`src/rtl/uart_rx_pkg.sv`:
```
package uart_rx_pkg;
   typedef enum logic [2:0] {
      ST_IDLE  = 3'd0,
      ST_START = 3'd1,
      ST_DATA  = 3'd2,
      ST_PAR   = 3'd3,
      ST_STOP  = 3'd4
   } rx_state_e;

   typedef enum logic [1:0] {
      PAR_NONE = 2'd0,
      PAR_ZERO = 2'd1,
      PAR_ODD  = 2'd2,
      PAR_EVEN = 2'd3
   } par_mode_e;

   localparam int unsigned CHAR_W = 8;
   localparam int unsigned STAT_W = 3;
endpackage

```
`src/rtl/uart_rx_bitclk.sv`:
```
module uart_rx_bitclk #(
   parameter int unsigned OVS = 16
) (
   input  logic clk,
   input  logic rst_n,
   input  logic run,
   input  logic half_mode,
   input  logic tick,
   output logic hit
);
   localparam int unsigned CW   = $clog2(OVS);
   localparam int unsigned HALF = OVS / 2;

   logic [CW-1:0] cnt;
   logic [CW-1:0] lim;

   assign lim = half_mode ? CW'(HALF - 1) : CW'(OVS - 1);
   assign hit = run && tick && (cnt == lim);

   always_ff @(posedge clk or negedge rst_n) begin
      if (!rst_n)         cnt <= '0;
      else if (!run)      cnt <= '0;
      else if (hit)       cnt <= '0;
      else if (tick)      cnt <= cnt + 1'b1;
   end

   a_r1_cnt_range: assert property (@(posedge clk) disable iff (!rst_n)
      cnt <= CW'(OVS - 1));
endmodule

```
`src/rtl/uart_rx_shifter.sv`:
```
module uart_rx_shifter
   import uart_rx_pkg::*;
(
   input  logic              clk,
   input  logic              rst_n,
   input  logic              clr,
   input  logic              shift_en,
   input  logic              par_en,
   input  logic              bit_in,
   input  logic              len8,
   input  par_mode_e         mode,
   output logic [CHAR_W-1:0] data,
   output logic              perr
);
   logic [CHAR_W-1:0] sr;
   logic              acc;
   logic              total;

   assign total = acc ^ bit_in;
   assign data  = len8 ? sr : {1'b0, sr[CHAR_W-1:1]};

   always_ff @(posedge clk or negedge rst_n) begin
      if (!rst_n) begin
         sr   <= '0;
         acc  <= 1'b0;
         perr <= 1'b0;
      end else if (clr) begin
         sr   <= '0;
         acc  <= 1'b0;
         perr <= 1'b0;
      end else if (shift_en) begin
         sr  <= {bit_in, sr[CHAR_W-1:1]};
         acc <= acc ^ bit_in;
      end else if (par_en) begin
         unique case (mode)
            PAR_ODD:  perr <= ~total;
            PAR_EVEN: perr <= total;
            default:  perr <= 1'b0;
         endcase
      end
   end

   a_r4_no_perr_plain: assert property (@(posedge clk) disable iff (!rst_n)
      (par_en && !clr && !shift_en && (mode == PAR_NONE || mode == PAR_ZERO)) |=> !perr);
endmodule

```
`src/rtl/uart_rx_result.sv`:
```
module uart_rx_result
   import uart_rx_pkg::*;
(
   input  logic              clk,
   input  logic              rst_n,
   input  logic              fe,
   input  logic [CHAR_W-1:0] data,
   input  logic              perr,
   input  logic              stop_bit,
   input  logic              err_mask,
   input  logic              rd,
   output logic [CHAR_W-1:0] rx_buf,
   output logic [STAT_W-1:0] rx_stat,
   output logic              irq_err,
   output logic              irq_done
);
   logic              unread;
   logic              pend;
   logic [STAT_W-1:0] flags;
   logic              any_err;

   assign flags   = {perr, ~stop_bit, unread & ~rd};
   assign any_err = |flags;

   always_ff @(posedge clk or negedge rst_n) begin
      if (!rst_n) begin
         rx_buf   <= '0;
         rx_stat  <= '0;
         unread   <= 1'b0;
         pend     <= 1'b0;
         irq_err  <= 1'b0;
         irq_done <= 1'b0;
      end else begin
         irq_done <= pend;
         if (fe) begin
            rx_buf  <= data;
            rx_stat <= flags;
            unread  <= 1'b1;
            irq_err <= any_err;
            pend    <= ~(any_err & err_mask);
         end else begin
            irq_err <= 1'b0;
            pend    <= 1'b0;
            if (rd) begin
               rx_stat <= '0;
               unread  <= 1'b0;
            end
         end
      end
   end

   a_r8_err_single: assert property (@(posedge clk) disable iff (!rst_n)
      irq_err |=> !irq_err);
   a_r8_done_slot: assert property (@(posedge clk) disable iff (!rst_n)
      irq_done |-> $past(fe, 2));
   a_r9_masked: assert property (@(posedge clk) disable iff (!rst_n)
      (fe && any_err && err_mask) |-> ##2 !irq_done);
   a_r10_read_clears: assert property (@(posedge clk) disable iff (!rst_n)
      (rd && !fe) |=> (rx_stat == '0));
   a_r7_loaded: assert property (@(posedge clk) disable iff (!rst_n)
      fe |=> (rx_buf == $past(data)));
endmodule

```
`src/rtl/uart_rx_err.sv`:
```
module uart_rx_err
   import uart_rx_pkg::*;
#(
   parameter int unsigned OVS         = 16,
   parameter int unsigned SYNC_STAGES = 2
) (
   input  logic        clk,
   input  logic        rst_n,
   input  logic        rx_en,
   input  logic        rxd,
   input  logic        smp_tick,
   input  logic        cfg_len8,
   input  logic [1:0]  cfg_par,
   input  logic        cfg_err_mask,
   input  logic        buf_rd,
   output logic [7:0]  rx_buf,
   output logic [2:0]  rx_stat,
   output logic        irq_err,
   output logic        irq_done
);
   if (OVS < 4 || (OVS % 2) != 0) begin : g_bad_ovs
      $error("OVS must be even and at least 4");
   end
   if (SYNC_STAGES > 4) begin : g_bad_sync
      $error("SYNC_STAGES must not exceed 4");
   end

   logic rxs;

   if (SYNC_STAGES == 0) begin : g_nosync
      assign rxs = rxd;
   end else begin : g_sync
      logic [SYNC_STAGES-1:0] chain;
      always_ff @(posedge clk or negedge rst_n) begin
         if (!rst_n) chain <= '1;
         else        chain <= {chain[SYNC_STAGES-2 >= 0 ? SYNC_STAGES-2 : 0:0], rxd} >> 0;
      end
      assign rxs = chain[SYNC_STAGES-1];
   end

   rx_state_e st, st_nx;
   par_mode_e mode;
   logic [2:0] bidx;
   logic       hit;
   logic       run;
   logic       fe;
   logic       sh_clr;
   logic       sh_en;
   logic       par_en;
   logic [2:0] last_idx;
   logic [7:0] data;
   logic       perr;

   assign mode     = par_mode_e'(cfg_par);
   assign last_idx = cfg_len8 ? 3'd7 : 3'd6;
   assign run      = rx_en && (st != ST_IDLE);
   assign sh_clr   = (st == ST_START) && hit && !rxs;
   assign sh_en    = (st == ST_DATA) && hit;
   assign par_en   = (st == ST_PAR) && hit;
   assign fe       = (st == ST_STOP) && hit;

   always_comb begin
      st_nx = st;
      unique case (st)
         ST_IDLE:  if (!rxs) st_nx = ST_START;
         ST_START: if (hit) st_nx = rxs ? ST_IDLE : ST_DATA;
         ST_DATA:  if (hit && bidx == last_idx)
                      st_nx = (mode == PAR_NONE) ? ST_STOP : ST_PAR;
         ST_PAR:   if (hit) st_nx = ST_STOP;
         ST_STOP:  if (hit) st_nx = ST_IDLE;
         default:  st_nx = ST_IDLE;
      endcase
      if (!rx_en) st_nx = ST_IDLE;
   end

   always_ff @(posedge clk or negedge rst_n) begin
      if (!rst_n) begin
         st   <= ST_IDLE;
         bidx <= '0;
      end else begin
         st <= st_nx;
         if (sh_clr)     bidx <= '0;
         else if (sh_en) bidx <= bidx + 1'b1;
      end
   end

   uart_rx_bitclk #(.OVS(OVS)) u_bitclk (
      .clk       (clk),
      .rst_n     (rst_n),
      .run       (run),
      .half_mode (st == ST_START),
      .tick      (smp_tick),
      .hit       (hit)
   );

   uart_rx_shifter u_shift (
      .clk      (clk),
      .rst_n    (rst_n),
      .clr      (sh_clr),
      .shift_en (sh_en),
      .par_en   (par_en),
      .bit_in   (rxs),
      .len8     (cfg_len8),
      .mode     (mode),
      .data     (data),
      .perr     (perr)
   );

   uart_rx_result u_res (
      .clk      (clk),
      .rst_n    (rst_n),
      .fe       (fe),
      .data     (data),
      .perr     (perr),
      .stop_bit (rxs),
      .err_mask (cfg_err_mask),
      .rd       (buf_rd),
      .rx_buf   (rx_buf),
      .rx_stat  (rx_stat),
      .irq_err  (irq_err),
      .irq_done (irq_done)
   );

   a_r11_abort_quiet: assert property (@(posedge clk) disable iff (!rst_n)
      !rx_en |=> (!irq_err && $stable(rx_buf)));
   a_r2_bit7_zero: assert property (@(posedge clk) disable iff (!rst_n)
      (fe && !cfg_len8) |=> !rx_buf[7]);
   a_r4_no_parity_flag: assert property (@(posedge clk) disable iff (!rst_n)
      (fe && (mode == PAR_NONE || mode == PAR_ZERO)) |=> !rx_stat[2]);
   a_r1_start_reject: assert property (@(posedge clk) disable iff (!rst_n)
      (st == ST_START && hit && rxs) |=> (st == ST_IDLE));
endmodule

```
`config.mk`:
```
export PLATFORM = sky130hd
export DESIGN_NAME = uart_rx_err
export DESIGN_NICKNAME = d
export VERILOG_FILES = /design/src/rtl/uart_rx_pkg.sv /design/src/rtl/uart_rx_bitclk.sv /design/src/rtl/uart_rx_shifter.sv /design/src/rtl/uart_rx_result.sv /design/src/rtl/uart_rx_err.sv
export SDC_FILE = /design/constraint.sdc
export NUM_CORES = 1
export LEC_CHECK = 0
export BUFFER_PORTS_ARGS = -buffer_cell sky130_fd_sc_hd__buf_2
export CAP_MARGIN = 25
export CORE_ASPECT_RATIO = 1.4
export CORE_MARGIN = 3
export CORE_UTILIZATION = 50
export CTS_BUF_LIST = sky130_fd_sc_hd__clkbuf_8 sky130_fd_sc_hd__clkbuf_16
export DETAILED_ROUTE_END_ITERATION = 7
export PLACE_DENSITY = 0.76
export REMOVE_ABC_BUFFERS = 1
export SLEW_MARGIN = 20
export SYNTH_ARGS = -nofsm -noshare
export SYNTH_HDL_FRONTEND = slang
export SYNTH_HIERARCHICAL = 1
export SYNTH_SLANG_ARGS = --single-unit
```
`constraint.sdc`:
```
create_clock -name clk -period 7.94 [get_ports clk]
set_clock_uncertainty 0.05 [all_clocks]
set_input_delay 0.397 -clock clk [delete_from_list [all_inputs] [get_ports clk]]
set_output_delay 0.397 -clock clk [all_outputs]
set_load 0.03 [all_outputs]
```
==> impl_metrics.tcl, run 1 <==
set metrics [dict create \
    status "finished clean" \
    finalCritPeriodShare 0.381 \
    synthCells 155 \
    synth_area_leader_cell "dfrtp_1" \
    start_util 0.526 \
    drc 0 \
    placed_area_um2 1930 \
    num_vias 1248 \
    ios 23 \
    max-clock-path-buffers 2 \
    antenna_left 0 \
    synth-simple-area-share 0.168 \
    htreeDepth 2 \
    crit_chain "nand2b_1 > nor2_1 > xnor2_2 > nor3_1 > nand4bb_1 > inv_1 > nor3b_1 > a32o_1" \
    grt_max_degree 38 \
    cp_top_family "simple AND/OR/NAND/NOR gates" \
    hold_class "in2async" \
    crit_buf_inv 1 \
    dp_cells 210 \
    clockPowerShare 0.399 \
    syn_area_per_cell_um2 11.7 \
    dieHeight_um 77.2 \
    path_max_fanout 14 \
    nets 189 \
    grt_pass1_wl_um 6070 \
    gp_congestion 0.804 \
    report.final.slew_viol_count 0 \
    place_ws_ns 5.00 \
    cts_resized 0 \
    layout-drive-gt1-share 0.298 \
    cts_root_buf "clkbuf_8" \
    grt.overflow.total 0 \
    worst-r2r-setup-slack_ns 4.92 \
    num_antenna_cells 0 \
    end_kind "flip-flop" \
    fmax_mhz 331 \
    yosysSeqAreaShare 0.513 \
    power_frac_seq 0.542 \
    critPathArrivalTime_ns 3.15 \
    synthMostInstantiatedCell "dfrtp_1" \
    core_um2 3440 \
    via_per_inst 5.72 \
    final_cells 218 \
    syn2layout_area_growth_pct 12.2 \
    synth_top_family_by_area "simple AND/OR/NAND/NOR gates" \
    r2r_end "u_shift/perr" \
    r2r-start "st[1]" \
    wirelength_um 3550 \
    ir_drop_mv 0.172 \
    yosys.area_share.xor_xnor 0.0359 \
    clkSinkCount 37 \
    synth_warnings 6 \
    synth_commonest_cells "dfrtp_1, mux2_2, nor2_1" \
    track_usage 0.177 \
    start_kind "flip-flop" \
    tightestPinTransition_ns 0.805 \
    setup_viol 0 \
    first_pass_iters 5 \
    dp_hpwl_um 2580 \
    crit_type "reg2reg" \
    power_switching_mw 0.0817 \
    fin_crit_ns 3.02 \
    ys_async_sr_fraction 1.00 \
    synthAdderAreaFrac 0.0138 \
    clkTransAtPathRegs_ns 0.08 \
    ys_types 45 \
    synthTopCellsByArea "dfrtp_1, mux2_2, mux2i_1" \
    drt_iter0_markers 40 \
    intPower_mw 0.277 \
    antenna_found_initial 0 \
    synth.mux.area_fraction 0.149 \
    cts_hold_buf 0 \
    synth_edf_count 0 \
    worstPathRequired_ns 8.06 \
    synth_flop_cell "dfrtp_1" \
    port_buffers 22 \
    wl_per_cell_um 16.3 \
    yosys.area.top_type_share 0.484 \
    dieArea_um2 4390 \
    ys_ff_latch 37 \
    row_count 25 \
    tns_ns 0 \
    relSlewSlack 0.464 \
    finish.utilization 0.591 \
    postLayoutCellArea_um2 2030 \
    synth_compound_area_frac 0.0885 \
    setup_slack_ns 4.92 \
    cts_tree "built" \
    clk_latency_ns 0.29 \
    cap_violations 0 \
    fp.dieW_um 56.9 \
    p_leak_nw 1.01 \
    grt_pass1_vias 1360 \
    slowest_stage "nor3_1" \
    hold_viol_final 0 \
    cts_inserted_buffers 5 \
    postCtsSetupBuffers 0 \
    grt_setup_unrepaired "false" \
    whs_ns 0.142 \
    cpPeakStageDelay_ns 0.62 \
    p_total_mw 0.359 \
    power.density_nw_per_um2 177 \
    syn-cell-area_um2 1810 \
    reg2reg_depth 8 \
    p_sw_frac 0.228 \
    p_comb_frac 0.059 \
]
[power groups by stage]
| stage | sequential [mW] | combinational [mW] | clock [mW] |
|---|---|---|---|
| 2_1_floorplan | 0.197 | 0.0119 | 0 |
| 3_3_place_gp | 0.198 | 0.0201 | 0 |
| 3_5_place_dp | 0.198 | 0.0214 | 0 |
| 4_1_cts | 0.194 | 0.0216 | 0.147 |
| 5_1_grt | 0.194 | 0.0238 | 0.154 |
| 6_report | 0.195 | 0.0212 | 0.143 |
[sequential cells by signal (all words and copies together) (netlist names)]
name,flops
u_res/rx_buf,8
u_shift/sr,8
u_bitclk/cnt,4
bidx,3
st,3
u_res/rx_stat,3
g_sync.chain,2
u_res/irq_done,1
u_res/irq_err,1
u_res/pend,1
u_res/unread,1
u_shift/acc,1
u_shift/perr,1
[logic make-up after synthesis]
kind of cell,after synthesis
multiplexers,25
buffers and inverters,12
flip-flops,37
adder cells (fa/ha/maj),2
AO/OA/AOI/OAI,21
XOR/XNOR,5
AND/OR/NAND/NOR,53
[cell type report]
cell class | count | area, um2
inverters | 5 | 18.8
fillers | 295 | 1410
well taps | 40 | 50.0
multi-input cells | 106 | 823
repair buffers | 22 | 110
clock buffers | 7 | 96.3
flip-flops and latches | 37 | 928
clock inverters | 1 | 5.00
[layout by cell type (no fill, tap or decap), drive strengths merged, types with 2 or more instances in the layout]
| cell | Yosys | routed |
|---|---|---|
| nor2b | 3 | 3 |
| or3 | 2 | 2 |
| nand3b | 3 | 3 |
| nor2 | 16 | 16 |
| xnor2 | 3 | 3 |
| mux2 | 15 | 15 |
| a21oi | 3 | 3 |
| and2 | 4 | 4 |
| nand2b | 3 | 3 |
| nand2 | 9 | 9 |
| nor3 | 2 | 2 |
| o21ai | 7 | 7 |
| mux2i | 10 | 10 |
| and3 | 2 | 2 |
| dfstp | 2 | 2 |
| clkbuf | 2 | 7 |
| nor3b | 2 | 2 |
| dfrtp | 35 | 35 |
| inv | 5 | 5 |
| buf | 5 | 22 |
| o211ai | 3 | 3 |
| ha | 2 | 2 |
[worst max path at each step]
stage | depth (start not counted) | slack (ns) | start | to
detailed placement | 8 | 5.00 | st[1] | u_shift/perr
global placement | 7 | 5.19 | st[1] | u_shift/perr
global route | 8 | 4.73 | st[1] | u_shift/perr
CTS | 8 | 4.97 | st[1] | u_shift/perr
finish | 8 | 4.92 | st[1] | u_shift/perr
floorplan | 8 | 5.45 | st[1] | u_shift/perr
[per-layer routing]
layer / up-vias / track usage / share of wire / wire, um
met5: - / 0 / 0 / 0
met4: 0 / 0.0673 / 0.016 / 57
met3: 6 / 0.0387 / 0.043 / 154
met2: 32 / 0.333 / 0.55 / 1940
met1: 625 / 0.187 / 0.39 / 1400
li1: 585 / - / - / -
Note: power is estimated with default switching activity, not from simulation.
==> inputs of run 2 (changes only) <==
--- a/config.mk
+++ b/config.mk
@@ -5,6 +5,7 @@
 export SDC_FILE = /design/constraint.sdc
 export NUM_CORES = 1
 export LEC_CHECK = 0
+export ABC_AREA = 1
 export BUFFER_PORTS_ARGS = -buffer_cell sky130_fd_sc_hd__buf_2
 export CAP_MARGIN = 25
 export CORE_ASPECT_RATIO = 1.4
@@ -12,7 +13,7 @@
 export CORE_UTILIZATION = 50
 export CTS_BUF_LIST = sky130_fd_sc_hd__clkbuf_8 sky130_fd_sc_hd__clkbuf_16
 export DETAILED_ROUTE_END_ITERATION = 7
-export PLACE_DENSITY = 0.76
+export PLACE_DENSITY = 0.79
 export REMOVE_ABC_BUFFERS = 1
 export SLEW_MARGIN = 20
 export SYNTH_ARGS = -nofsm -noshare
==> constraint.sdc (replaced) <==
create_clock -name clk -period 2.5 [get_ports clk]
set_clock_uncertainty 0.05 [all_clocks]
set_input_delay 0.125 -clock clk [delete_from_list [all_inputs] [get_ports clk]]
set_output_delay 0.125 -clock clk [all_outputs]
set_load 0.03 [all_outputs]
==> impl_metrics.tcl, run 2 <==
set metrics [dict create \
    p_leak_nw 1.16 \
    fin_crit_ns 2.21 \
    synthCells 220 \
    mostFrequentLayoutCells "nand2_1, dfrtp_1, inv_1" \
    synth_edf_count 0 \
    grt_pass1_vias 1409 \
    fp.dieW_um 56.8 \
    drt_iter0_markers 46 \
    grt_max_degree 38 \
    grt.overflow.total 0 \
    start_util 0.530 \
    nets 262 \
    num_antenna_cells 0 \
    fmax_mhz 452 \
    cts_tree "built" \
    relSlewSlack 0.461 \
    synth_flop_cell "dfrtp_1" \
    cts_root_buf "clkbuf_8" \
    ys_ff_latch 37 \
    port_buffers 22 \
    critPathArrivalTime_ns 2.36 \
    track_usage 0.173 \
    dp_hpwl_um 2440 \
    finalCritPeriodShare 0.885 \
    yosys.area.top_type_share 0.485 \
    ir_drop_mv 0.545 \
    cap_violations 0 \
    drc 0 \
    layout-drive-gt1-share 0.215 \
    synthMostInstantiatedCell "nand2_1" \
    synth_commonest_cells "nand2_1, dfrtp_1, inv_1" \
    grt_setup_unrepaired "false" \
    cts_inserted_buffers 5 \
    synthTopCellsByArea "dfrtp_1, nand2_1, inv_1" \
    status "finished clean" \
    antenna_found_initial 0 \
    clkSinkCount 37 \
    tightestPinTransition_ns 0.809 \
    clkTransAtPathRegs_ns 0.08 \
    ys_async_sr_fraction 1.00 \
    first_pass_iters 4 \
    final_common_cell "nand2_1" \
    antenna_left 0 \
    start_kind "flip-flop" \
    clk_latency_ns 0.29 \
    max-clock-path-buffers 2 \
    via_per_inst 5.03 \
    synth_area_leader_cell "dfrtp_1" \
    worstPathRequired_ns 2.65 \
    gp_congestion 0.864 \
    num_vias 1465 \
    end_kind "flip-flop" \
    row_count 25 \
    core_um2 3410 \
    tns_ns 0 \
    hold_class "in2reg" \
    syn-cell-area_um2 1810 \
    wirelength_um 3370 \
    path_max_fanout 16 \
    yosysSeqAreaShare 0.514 \
    hold_viol_final 0 \
    report.final.slew_viol_count 0 \
    p_total_mw 1.44 \
    syn_area_per_cell_um2 8.21 \
    top_regs "u_res/rx_buf: 8 flops, u_shift/sr: 8 flops, u_bitclk/cnt: 4 flops" \
    wl_per_cell_um 11.6 \
    grt_pass1_wl_um 6020 \
    dieHeight_um 77.1 \
    dieArea_um2 4380 \
    ios 23 \
    ys_types 26 \
    syn2layout_area_growth_pct 15.7 \
    crit_type "reg2reg" \
    htreeDepth 2 \
    synth_warnings 6 \
    power.density_nw_per_um2 688 \
    setup_viol 0 \
]
[run 2: cell types whose count changed after synthesis, sizes merged, moves of 4 or more]
cell / change
inv: +26
o22ai: +8
nand3: +13
nand2: +72
nand4: +4
and2: -4
o21ai: +6
mux2i: -10
mux2: -15
[run 2: what timing repair did]
item                                    in CTS  in global routing
buffers inserted                             0                  0
endpoints found under the hold margin       37                  0
resized for setup                            0                  0
endpoints found under the setup margin       0                  0
hold buffers                                 3                  0
[run 2: kinds of logic (layout without fill, tap and decap cells)]
| family | after synthesis | in the layout | share of synthesized area |
|---|---|---|---|
| AO/OA/AOI/OAI | 28 | 28 | 0.0921 |
| adder cells (fa/ha/maj) | 2 | 2 | 0.0138 |
| buffers and inverters | 34 | 65 | 0.0859 |
| flip-flops | 37 | 37 | 0.514 |
| AND/OR/NAND/NOR | 119 | 119 | 0.294 |
[run 2: area by class of cell]
cell class                 instances  area, um2
timing repair buffer              26        148
multi-input combinational        149        723
clock buffer                       6       82.6
tap                               40       50.0
sequential                        37        928
fill                             320       1320
clock inverter                     2       37.5
inverter                          31        121
[run 2: layer usage]
metal | GRT usage | share of wire | up-vias
li1 | - | - | 758
met1 | 0.192 | 0.41 | 674
met2 | 0.308 | 0.53 | 25
met3 | 0.0455 | 0.042 | 8
met4 | 0.0696 | 0.019 | 0
met5 | 0 | 0 | -
[run 2: per-stage QoR]
step	worst slack (ns)	area (um2)	std cells	utilization	hold slack, ns
after detailed placement	0.266	1940	280	0.569	0.181
final	0.287	2090	291	0.613	0.0880
after global routing	0.0430	2090	291	0.613	0.0917
after CTS	0.251	2090	291	0.613	0.0838
after floorplan	0.405	1770	217	-	-0.221
after global placement	0.409	1940	280	0.569	0.179
[run 2: power breakdown]
group | switching [mW] | total, mW | internal, mW | leakage, nW
Clock | 0.216 | 0.540 | 0.324 | 0.0574
Combinational | 0.156 | 0.236 | 0.0797 | 0.630
Sequential | 0.0354 | 0.663 | 0.628 | 0.471
Total | 0.407 | 1.44 | 1.03 | 1.16
[run 2: path summary, 6_finish.rpt]
check,start,to,slack [ns],cells after the start
worst min register to register,g_sync.chain[0],g_sync.chain[1],0.31,0
worst min-delay path,rx_en,st[1],0.09,3
min in group asynchronous,rst_n,u_res/rx_buf[2],0.40,2
worst max register to register,st[0],u_res/rx_stat[0],0.29,8
max in group asynchronous,rst_n,st[1],1.49,2
worst max-delay path,st[0],u_res/rx_stat[0],0.29,8
[run 2: critical path, stage by stage, from the launching register on]
cell	delay [ns]
dfrtp_1	0.49
nor2_2	0.10
a21boi_0	0.24
nand2_1	0.14
nor2_1	0.19
inv_1	0.16
nor2_1	0.38
inv_6	0.12
o21ai_0	0.25
==> inputs of run 3 (changes only) <==
--- a/config.mk
+++ b/config.mk
@@ -5,7 +5,7 @@
 export SDC_FILE = /design/constraint.sdc
 export NUM_CORES = 1
 export LEC_CHECK = 0
-export ABC_AREA = 1
+export ABC_AREA = 0
 export BUFFER_PORTS_ARGS = -buffer_cell sky130_fd_sc_hd__buf_2
 export CAP_MARGIN = 25
 export CORE_ASPECT_RATIO = 1.4
==> impl_metrics.tcl, run 3 (synthesis gave the netlist of run 1 again) <==
set metrics [dict create \
    status "finished clean" \
    ir_drop_mv 0.398 \
    grt_pass1_vias 1294 \
    port_buffers 22 \
    p_total_mw 1.08 \
    fp.dieW_um 56.9 \
    r2r-start "st[0]" \
    final_common_cell "dfrtp_1" \
    clk_latency_ns 0.29 \
    fillCellCount 275 \
    via_per_inst 5.50 \
    critPathArrivalTime_ns 2.37 \
    max-clock-path-buffers 2 \
    num_vias 1253 \
    tns_ns 0 \
    htreeDepth 2 \
    crit_top_cell "nor2_1" \
    antenna_left 0 \
    path_max_fanout 11 \
    postCtsSetupBuffers 0 \
    cpPeakStageDelay_ns 0.45 \
    cts_inserted_buffers 5 \
    layout-drive-gt1-share 0.314 \
    cts_tree "built" \
    row_count 25 \
    nets 199 \
    start_kind "flip-flop" \
    first_pass_iters 4 \
    grt.overflow.total 0 \
    worst-r2r-setup-slack_ns 0.26 \
    fmax_mhz 446 \
    cap_violations 0 \
    finalCritPeriodShare 0.896 \
    crit_buf_inv 3 \
    crit_chain "nand2b_1 > nor2_1 > xnor2_2 > nor3_1 > buf_4 > nand4bb_1 > inv_1 > buf_12 > mux2i_1 > nor2_1" \
    cp_top_family "simple AND/OR/NAND/NOR gates" \
    ios 23 \
    power.density_nw_per_um2 510 \
    dieArea_um2 4390 \
    antenna_found_initial 0 \
    dp_hpwl_um 2280 \
    holdPathStages 2 \
    top_regs "u_res/rx_buf: 8 flops, u_shift/sr: 8 flops, u_bitclk/cnt: 4 flops" \
    tightestPinTransition_ns 0.790 \
    setup_slack_ns 0.260 \
    dieHeight_um 77.2 \
    r2r_end "u_shift/sr[0]" \
    hold_viol_final 0 \
    core_um2 3440 \
    grt_max_degree 38 \
    wl_per_cell_um 13.9 \
    relSlewSlack 0.473 \
    syn2layout_area_growth_pct 16.7 \
    end_kind "flip-flop" \
    hold_class "in2reg" \
    clkTransAtPathRegs_ns 0.07 \
    place_ws_ns 0.189 \
    grt_setup_unrepaired "false" \
    wirelength_um 3170 \
    grt_pass1_wl_um 5580 \
    gp_congestion 0.769 \
    min_to "u_shift/perr" \
    mostFrequentLayoutCells "dfrtp_1, buf_2, nor2_1, mux2_2, mux2i_1" \
    p_leak_nw 1.05 \
    clkSinkCount 37 \
    cts_root_buf "clkbuf_8" \
    start_util 0.526 \
    report.final.slew_viol_count 0 \
    crit_type "reg2reg" \
    drc 0 \
    slowest_stage "dfrtp_2" \
    num_antenna_cells 0 \
    worst_hold_startpoint "cfg_par[1]" \
    reg2reg_depth 10 \
    setup_viol 0 \
    track_usage 0.166 \
    worstPathRequired_ns 2.63 \
    fin_crit_ns 2.24 \
    drt_iter0_markers 33 \
]
[run 3: changes by cell type in the layout (fill, tap and decap cells not counted), moves of 4 or more]
cell	delta
nand3_1	-12
inv_1	-18
nand2_1	-65
inv_2	-6
mux2i_1	+10
and2_1	+4
mux2_2	+15
o22ai_1	-8
nand2_2	-7
o21ai_0	-5
buf_4	+4
nand4_1	-4
[run 3: power breakdown]
group          switching [mW]  internal (mW)  total, mW
combinational          0.0398         0.0305     0.0703
sequential             0.0112          0.606      0.618
clock                   0.201          0.189      0.390
total                   0.252          0.826       1.08
[run 3: worst max path at each step]
stage,start,end,slack [ns],cells past startpoint
3_5_place_dp,st[0],u_shift/sr[0],0.19,10
6_report,st[0],u_shift/sr[0],0.26,10
3_3_place_gp,st[0],u_shift/sr[6],0.30,10
2_1_floorplan,st[1],u_shift/perr,0.006,8
4_1_cts,st[0],u_shift/sr[0],0.15,10
5_1_grt,st[2],u_shift/sr[7],0.09,10
[run 3: routing by layer]
layer,global-route usage,up-vias,part of all wire
met2,0.284,23,0.50
met3,0.0505,6,0.043
met5,0,-,0
met4,0.0835,0,0.021
met1,0.182,615,0.44
li1,-,609,-
[run 3: what timing repair did]
item	4_1_cts	5_1_grt
setup endpoints to repair	0	1
resized for setup	0	1
hold buffers	4	0
endpoints found under the hold margin	38	0
[run 3: metrics by stage]
step | cell area (um2) | cells | hold WS, ns | utilization
3_5_place_dp | 1990 | 216 | 0.181 | 0.578
4_1_cts | 2110 | 228 | 0.0495 | 0.613
2_1_floorplan | 1770 | 148 | -0.221 | -
6_report | 2110 | 228 | 0.0602 | 0.614
3_3_place_gp | 1990 | 216 | 0.180 | 0.578
5_1_grt | 2110 | 228 | 0.0535 | 0.614
[run 3: area by class of cell]
class                           count  area, um2  area share
Multi-Input combinational cell    106        823       0.390
Timing Repair Buffer               32        208      0.0983
Clock inverter                      3       13.8     0.00652
Tap cell                           40       50.0      0.0237
Inverter                            5       18.8     0.00889
Sequential cell                    37        930       0.440
Clock buffer                        5       68.8      0.0326
